File: config.mk
export PLATFORM = sky130hd
export DESIGN_NAME = tmr_voter
export DESIGN_NICKNAME = d
export VERILOG_FILES = /design/src/rtl/tmr_pkg.sv /design/src/rtl/tmr_exact_vote.sv /design/src/rtl/tmr_median.sv /design/src/rtl/tmr_health.sv /design/src/rtl/tmr_voter.sv
export SDC_FILE = /design/constraint.sdc
export NUM_CORES = 1
export LEC_CHECK = 0
export ABC_AREA = 0
export BUFFER_PORTS_ARGS = -buffer_cell sky130_fd_sc_hd__buf_4
export CAP_MARGIN = 30
export CORE_MARGIN = 1.5
export CORE_UTILIZATION = 50
export CTS_CLUSTER_DIAMETER = 60
export DETAILED_ROUTE_END_ITERATION = 10
export GPL_TIMING_DRIVEN = 1
export HOLD_SLACK_MARGIN = 0.05
export PLACE_DENSITY_LB_ADDON = 0.3
export SKIP_CTS_REPAIR_TIMING = 1
export SLEW_MARGIN = 20
export SYNTH_ARGS = -nofsm -noshare
export SYNTH_HDL_FRONTEND = slang
export SYNTH_HIERARCHICAL = 1
export SYNTH_SLANG_ARGS = --single-unit
File: constraint.sdc
create_clock -name clk -period 3.3 [get_ports clk]
set_input_delay 0.33 -clock clk [delete_from_list [all_inputs] [get_ports clk]]
set_output_delay 0.33 -clock clk [all_outputs]
set_load 0.05 [all_outputs]
File: src/rtl/tmr_pkg.sv
package tmr_pkg;
  typedef enum logic [1:0] {
    LVL_OPER   = 2'd0,
    LVL_SAFE   = 2'd1,
    LVL_SILENT = 2'd2
  } lvl_e;
endpackage

File: src/rtl/tmr_exact_vote.sv
module tmr_exact_vote #(
  parameter int DATA_W = 16
) (
  input  logic [DATA_W-1:0] a,
  input  logic [DATA_W-1:0] b,
  input  logic [DATA_W-1:0] c,
  output logic [DATA_W-1:0] word,
  output logic [2:0]        odd_one,
  output logic              majority
);
  logic eq_ab, eq_ac, eq_bc;

  assign eq_ab = (a == b);
  assign eq_ac = (a == c);
  assign eq_bc = (b == c);

  always_comb begin
    word     = a;
    odd_one  = 3'b000;
    majority = 1'b1;
    if (eq_ab && eq_ac) begin
      odd_one = 3'b000;
    end else if (eq_ab) begin
      odd_one = 3'b100;
    end else if (eq_ac) begin
      odd_one = 3'b010;
    end else if (eq_bc) begin
      word    = b;
      odd_one = 3'b001;
    end else begin
      majority = 1'b0;
    end
  end
endmodule

File: src/rtl/tmr_median.sv
module tmr_median #(
  parameter int DATA_W = 16
) (
  input  logic [DATA_W-1:0] a,
  input  logic [DATA_W-1:0] b,
  input  logic [DATA_W-1:0] c,
  output logic [DATA_W-1:0] mid
);
  logic ge_ab, ge_ac, ge_bc;

  assign ge_ab = (a >= b);
  assign ge_ac = (a >= c);
  assign ge_bc = (b >= c);

  always_comb begin
    if (ge_ab ^ ge_ac)  mid = a;
    else if (ge_ab)     mid = ge_bc ? b : c;
    else                mid = ge_bc ? c : b;
  end
endmodule

File: src/rtl/tmr_health.sv
module tmr_health
  import tmr_pkg::*;
#(
  parameter int FAIL_LIMIT = 3
) (
  input  logic       clk,
  input  logic       rst,
  input  logic       vote3_en,
  input  logic [2:0] odd_one,
  input  logic       pair_en,
  input  logic       pair_mis,
  output logic [2:0] healthy,
  output logic [1:0] level
);
  localparam int CNT_W = $clog2(FAIL_LIMIT + 1);
  localparam logic [CNT_W-1:0] LAST = CNT_W'(FAIL_LIMIT - 1);

  logic [CNT_W-1:0] cnt_q [3];
  logic [CNT_W-1:0] cnt_d [3];
  logic [CNT_W-1:0] pcnt_q, pcnt_d;
  logic [2:0]       h_q, h_d;
  lvl_e             lvl_q, lvl_d;

  always_comb begin
    h_d    = h_q;
    pcnt_d = pcnt_q;
    for (int i = 0; i < 3; i++) begin
      cnt_d[i] = cnt_q[i];
      if (vote3_en) begin
        if (odd_one[i]) begin
          cnt_d[i] = cnt_q[i] + 1'b1;
          if (cnt_q[i] == LAST) h_d[i] = 1'b0;
        end else begin
          cnt_d[i] = '0;
        end
      end
    end
    if (pair_en) begin
      if (pair_mis) begin
        pcnt_d = pcnt_q + 1'b1;
        if (pcnt_q == LAST) h_d = 3'b000;
      end else begin
        pcnt_d = '0;
      end
    end
    case ($countones(h_d))
      3:       lvl_d = LVL_OPER;
      2:       lvl_d = LVL_SAFE;
      default: lvl_d = LVL_SILENT;
    endcase
  end

  always_ff @(posedge clk) begin
    if (rst) begin
      h_q    <= 3'b111;
      pcnt_q <= '0;
      lvl_q  <= LVL_OPER;
      for (int i = 0; i < 3; i++) cnt_q[i] <= '0;
    end else begin
      h_q    <= h_d;
      pcnt_q <= pcnt_d;
      lvl_q  <= lvl_d;
      for (int i = 0; i < 3; i++) cnt_q[i] <= cnt_d[i];
    end
  end

  assign healthy = h_q;
  assign level   = lvl_q;
endmodule

File: src/rtl/tmr_voter.sv
module tmr_voter #(
  parameter int DATA_W     = 16,
  parameter int FAIL_LIMIT = 3
) (
  input  logic              clk,
  input  logic              rst,
  input  logic              in_valid,
  input  logic              mode_mid,
  input  logic [DATA_W-1:0] ch_a,
  input  logic [DATA_W-1:0] ch_b,
  input  logic [DATA_W-1:0] ch_c,
  output logic              out_valid,
  output logic [DATA_W-1:0] out_data,
  output logic [2:0]        outlier,
  output logic              disagree,
  output logic [2:0]        healthy,
  output logic [1:0]        level
);
  logic [DATA_W-1:0] ex_word, med_word, px, py, nxt_data;
  logic [2:0]        ex_odd, nxt_odd;
  logic              ex_maj, three_ok, two_ok, pair_eq;
  logic              nxt_valid, nxt_dis;

  tmr_exact_vote #(.DATA_W(DATA_W)) u_exact (
    .a(ch_a), .b(ch_b), .c(ch_c),
    .word(ex_word), .odd_one(ex_odd), .majority(ex_maj)
  );

  tmr_median #(.DATA_W(DATA_W)) u_median (
    .a(ch_a), .b(ch_b), .c(ch_c), .mid(med_word)
  );

  assign three_ok = (healthy == 3'b111);
  assign two_ok   = ($countones(healthy) == 2);
  assign px       = healthy[0] ? ch_a : ch_b;
  assign py       = healthy[2] ? ch_c : ch_b;
  assign pair_eq  = (px == py);

  tmr_health #(.FAIL_LIMIT(FAIL_LIMIT)) u_health (
    .clk(clk), .rst(rst),
    .vote3_en(in_valid && !mode_mid && three_ok),
    .odd_one(ex_odd),
    .pair_en(in_valid && !mode_mid && two_ok),
    .pair_mis(!pair_eq),
    .healthy(healthy), .level(level)
  );

  always_comb begin
    nxt_valid = 1'b0;
    nxt_data  = '0;
    nxt_odd   = 3'b000;
    nxt_dis   = 1'b0;
    if (three_ok) begin
      if (mode_mid) begin
        nxt_valid = 1'b1;
        nxt_data  = med_word;
      end else begin
        nxt_valid = ex_maj;
        nxt_data  = ex_maj ? ex_word : '0;
        nxt_odd   = ex_odd;
        nxt_dis   = !ex_maj;
      end
    end else if (two_ok) begin
      if (mode_mid) begin
        nxt_valid = 1'b1;
        nxt_data  = (px < py) ? px : py;
      end else begin
        nxt_valid = pair_eq;
        nxt_data  = pair_eq ? px : '0;
        nxt_dis   = !pair_eq;
      end
    end
  end

  always_ff @(posedge clk) begin
    if (rst) begin
      out_valid <= 1'b0;
      out_data  <= '0;
      outlier   <= 3'b000;
      disagree  <= 1'b0;
    end else if (in_valid) begin
      out_valid <= nxt_valid;
      out_data  <= nxt_data;
      outlier   <= nxt_odd;
      disagree  <= nxt_dis;
    end else begin
      out_valid <= 1'b0;
      outlier   <= 3'b000;
      disagree  <= 1'b0;
    end
  end
endmodule

==> reports/qor.csv <==
stage,metric,value,unit
sta,RSZ-0062 raised after global routing,false,
setup_path,Critical Path Sink Type,flip-flop,
layout,final non-filler cell total,794,
synth,proportion of netlist area held by the largest area contributor,16.6,%
cts,CTS tree,done,
setup_path,CP startpoint kind,flip-flop,
cts,Worst-path clk slew,70,ps
detailed_routing,Via density,6.04,
cts,clock tree sinks,34,
sta,sum of negative setup slack,0,ps
cts,CTS buffer count,5,
sta,Slew headroom,53.3,%
sta,Final min period,3150,ps
floorplan,Core ar.,0.00986,mm^2
synth,"flops & latches, synth",34,
synth,sequential-to-total area share from yosys stat,13.3,%
synth,mux contribution to synthesized area,11.1,%
cts,Max Buffers Root-to-Sink,2,
sta,transition time of the tightest slew-check pin,697,ps
setup_path,worst-path fanout max,14,
sta,clk_skew,3.43,ps
sta,Final Setup Violations,0,
layout,FF+latch area,684,um^2
synth,Syn Nets,708,
synth,adder-cell area share of the yosys netlist,17.4,%
floorplan,Die Span Y,104,um
placement,Buffers on Ports,77,
setup_path,FF-to-FF Start,u_health/healthy[0]$_SDFF_PP1_,
synth,most numerous cell in the Yosys netlist,ha_1,
global_routing,GRT Residual Overflow,0,
detailed_routing,Vias,4796,
synth,number of synthesized flops with an enable pin,0,
detailed_routing,WL/cell,18.9,um
synth,"top cells by count, synth","ha_1 (68), nor2_1 (45), inv_1 (42)",
detailed_routing,wire length on met3,888,um
sta,final hold vios,0,
floorplan,Std-Cell Rows,36,
global_routing,antenna violations before repair,0,
global_routing,number of global-route vias before repair,4708,
synth,"Top FF cell, synth",dfxtp_1,
sta,Max Slew Vio Count,0,
layout,Layout fillers,860,
power,P_leak,2.66,nW
floorplan,Starting Density,51.8,%
synth,ys async rst share,0,%
power,Pint,1.01,mW
detailed_routing,Starting DRT DRC Count,303,
synth,Post-Syn Instances,586,
synth,Yosys warning count,6,
detailed_routing,metal2 WL,6990,um
synth,Synth Area in XOR/XNOR,8.40,%
setup_path,Worst Path Arrival,3360,ps
power,Net Switching,612,uW
detailed_routing,Antenna Nets Post-Route,0,
placement,cell count after placement,786,
synth,average cell area after synthesis,8.72,um^2
detailed_routing,total wire length,15000,um
synth,Netlist cell types,65,
layout,"Area growth, synth to finish",16.6,%
synth,"top cells by area, synth","ha_1 (17%), dfxtp_1 (13%), xnor2_1 (5.5%), mux2_2 (5.1%), nor2_1 (3.3%)",
detailed_routing,DRC Markers,0,
power,switching share of power,37.8,%
cts,root buf cell,clkbuf_8,
setup_path,worst setup path startpoint,u_health/healthy[0]$_SDFF_PP1_,
setup_path,CP required,3510,ps
floorplan,I/O pin count,78,
global_routing,first-pass GRT wire length,24500,um
global_routing,largest net degree at the start of global routing,35,
min_path,Hold Startpoint,rst,
detailed_routing,Metal-1 WL,6940,um
global_routing,Global Route Usage Sum,27.8,%
power,sequential cell fraction of total power,27.0,%
job,max-cap violations,0,
power,combinational share of power,49.2,%
layout,ANT cells,0,
outcome,status,"complete, no violations",
detailed_routing,drt first pass iters,5,
power,Cell Pwr Density,272,mW/mm^2
layout,share of post-route cells with drive strength above 1,26.3,%
placement,HPWL Detailed,11500,um
cts,H-tree lvl count,2,
synth,combinational family with the most area after synthesis,compound AO/OA/AOI/OAI gates,
sta,Max Freq,318,MHz
synth,synthesized area,0.00511,mm^2
synth,Synth Area in Compound Gates,23.4,%
floorplan,DIE AREA,0.0108,mm^2
power,Worst VDD drop,0.142,mV
layout,Nets,782,
synth,"area leader, netlist",ha_1,
floorplan,Die X,104,um
cts,worst skew pair latency,290,ps
detailed_routing,top sig layer,met4,
setup_path,Crit Path Class,reg -> reg,
placement,GPL Wtd Cong,0.923,
min_path,Hold Path Class,in -> reg,
power,Clk pwr share,23.8,%
sta,Final Cycle Share,95.4,%
synth,simple-gate share of the synthesized area,20.1,%
layout,area of the multi-input gates,0.00411,mm^2
==> flip-flops by register name, indices dropped and copies added, names as in the netlist <==
name / cells
out_valid: 1
u_health/cnt_q: 6
u_health/healthy: 3
outlier: 3
u_health/level: 2
disagree: 1
out_data: 16
u_health/pcnt_q: 2
==> layout by cell type (no fill, tap or decap), types with 4 or more instances in the layout <==
cell type and count:
o21ai_0 7, a21o_1 5, xnor2_1 32, dfxtp_1 33, o221a_2 6, nor3_2 4, nand4_1 17, and3_1 5
and2_1 19, xor2_1 17, clkbuf_8 5, mux2_4 9, nor2_1 44, ha_1 68, o21a_1 18, nor3_1 4
o221a_1 10, nand2b_2 5, nand2_1 14, nand3b_1 8, a22o_1 17, mux2_2 23, o31ai_1 15, a21oi_1 27
nand3_1 6, inv_1 42, mux2i_1 16, a22oi_1 16, buf_4 88, nand2b_1 20
==> metrics by stage <==
stage	total power [mW]	hold slack, ps	instance area [um^2]	utilization, %	setup WS [ps]
finish	1.62	434	5960	60.4	151
global route	1.72	451	5960	60.4	0.993
CTS	1.62	428	5950	60.4	16.6
detailed placement	1.23	477	5850	59.3	-60.5
global placement	1.21	457	5830	59.1	-180
floorplan	0.976	426	5110	-	83.1
==> worst paths after layout <==
path	endpoint	slack [ps]	cells after the start
worst min-delay path	u_health/level[1]$_SDFF_PP0_	430	2
worst max-delay path	u_health/level[0]$_SDFF_PP0_	150	10
worst max register to register	u_health/level[0]$_SDFF_PP0_	150	10
worst min register to register	u_health/cnt_q[0][3]$_SDFFE_PP0P_	480	2
==> power by group through the flow <==
stage / Clock (mW) / Sequential, mW / Combinational (mW)
finish: 0.385 / 0.437 / 0.796
detailed placement: 0 / 0.447 / 0.782
CTS: 0.393 / 0.438 / 0.786
floorplan: 0 / 0.505 / 0.471
global route: 0.412 / 0.439 / 0.867
global placement: 0 / 0.448 / 0.759
==> per-layer routing <==
| layer | up-vias | GRT usage (%) |
|---|---|---|
| met5 | - | 0 |
| met3 | 17 | 3.13 |
| li1 | 2311 | - |
| met4 | 0 | 6.25 |
| met2 | 182 | 46.1 |
| met1 | 2286 | 38.5 |
==> cell type report <==
class                      count  share of cell area (%)
sequential                    34                    11.5
clock inverter                 1                   0.504
tap                          133                    2.79
inverter                      42                    2.65
timing repair buffer          92                    12.3
multi-input combinational    485                    69.0
clock buffer                   7                    1.28
==> critical path, stage by stage, from the launching register on <==
cell and delay [ps]:
dfxtp_4 500, mux2_2 400, ha_1 330, and4_4 240
nand4_1 230, nor2_2 210, inv_1 120, nand3_1 200
and3_1 210, fa_1 420, nor3b_1 210
==> logic make-up (layout without fill, tap and decap cells) <==
group | after synthesis | in the layout
buffers and inverters | 67 | 142
DFF | 34 | 34
and+or+nand+nor | 172 | 172
AOI/OAI and AO/OA | 145 | 145
adders and majority gates | 70 | 70
muxes | 49 | 49
xor gates and xnor gates | 49 | 49
(Power assumes the default switching activity.)
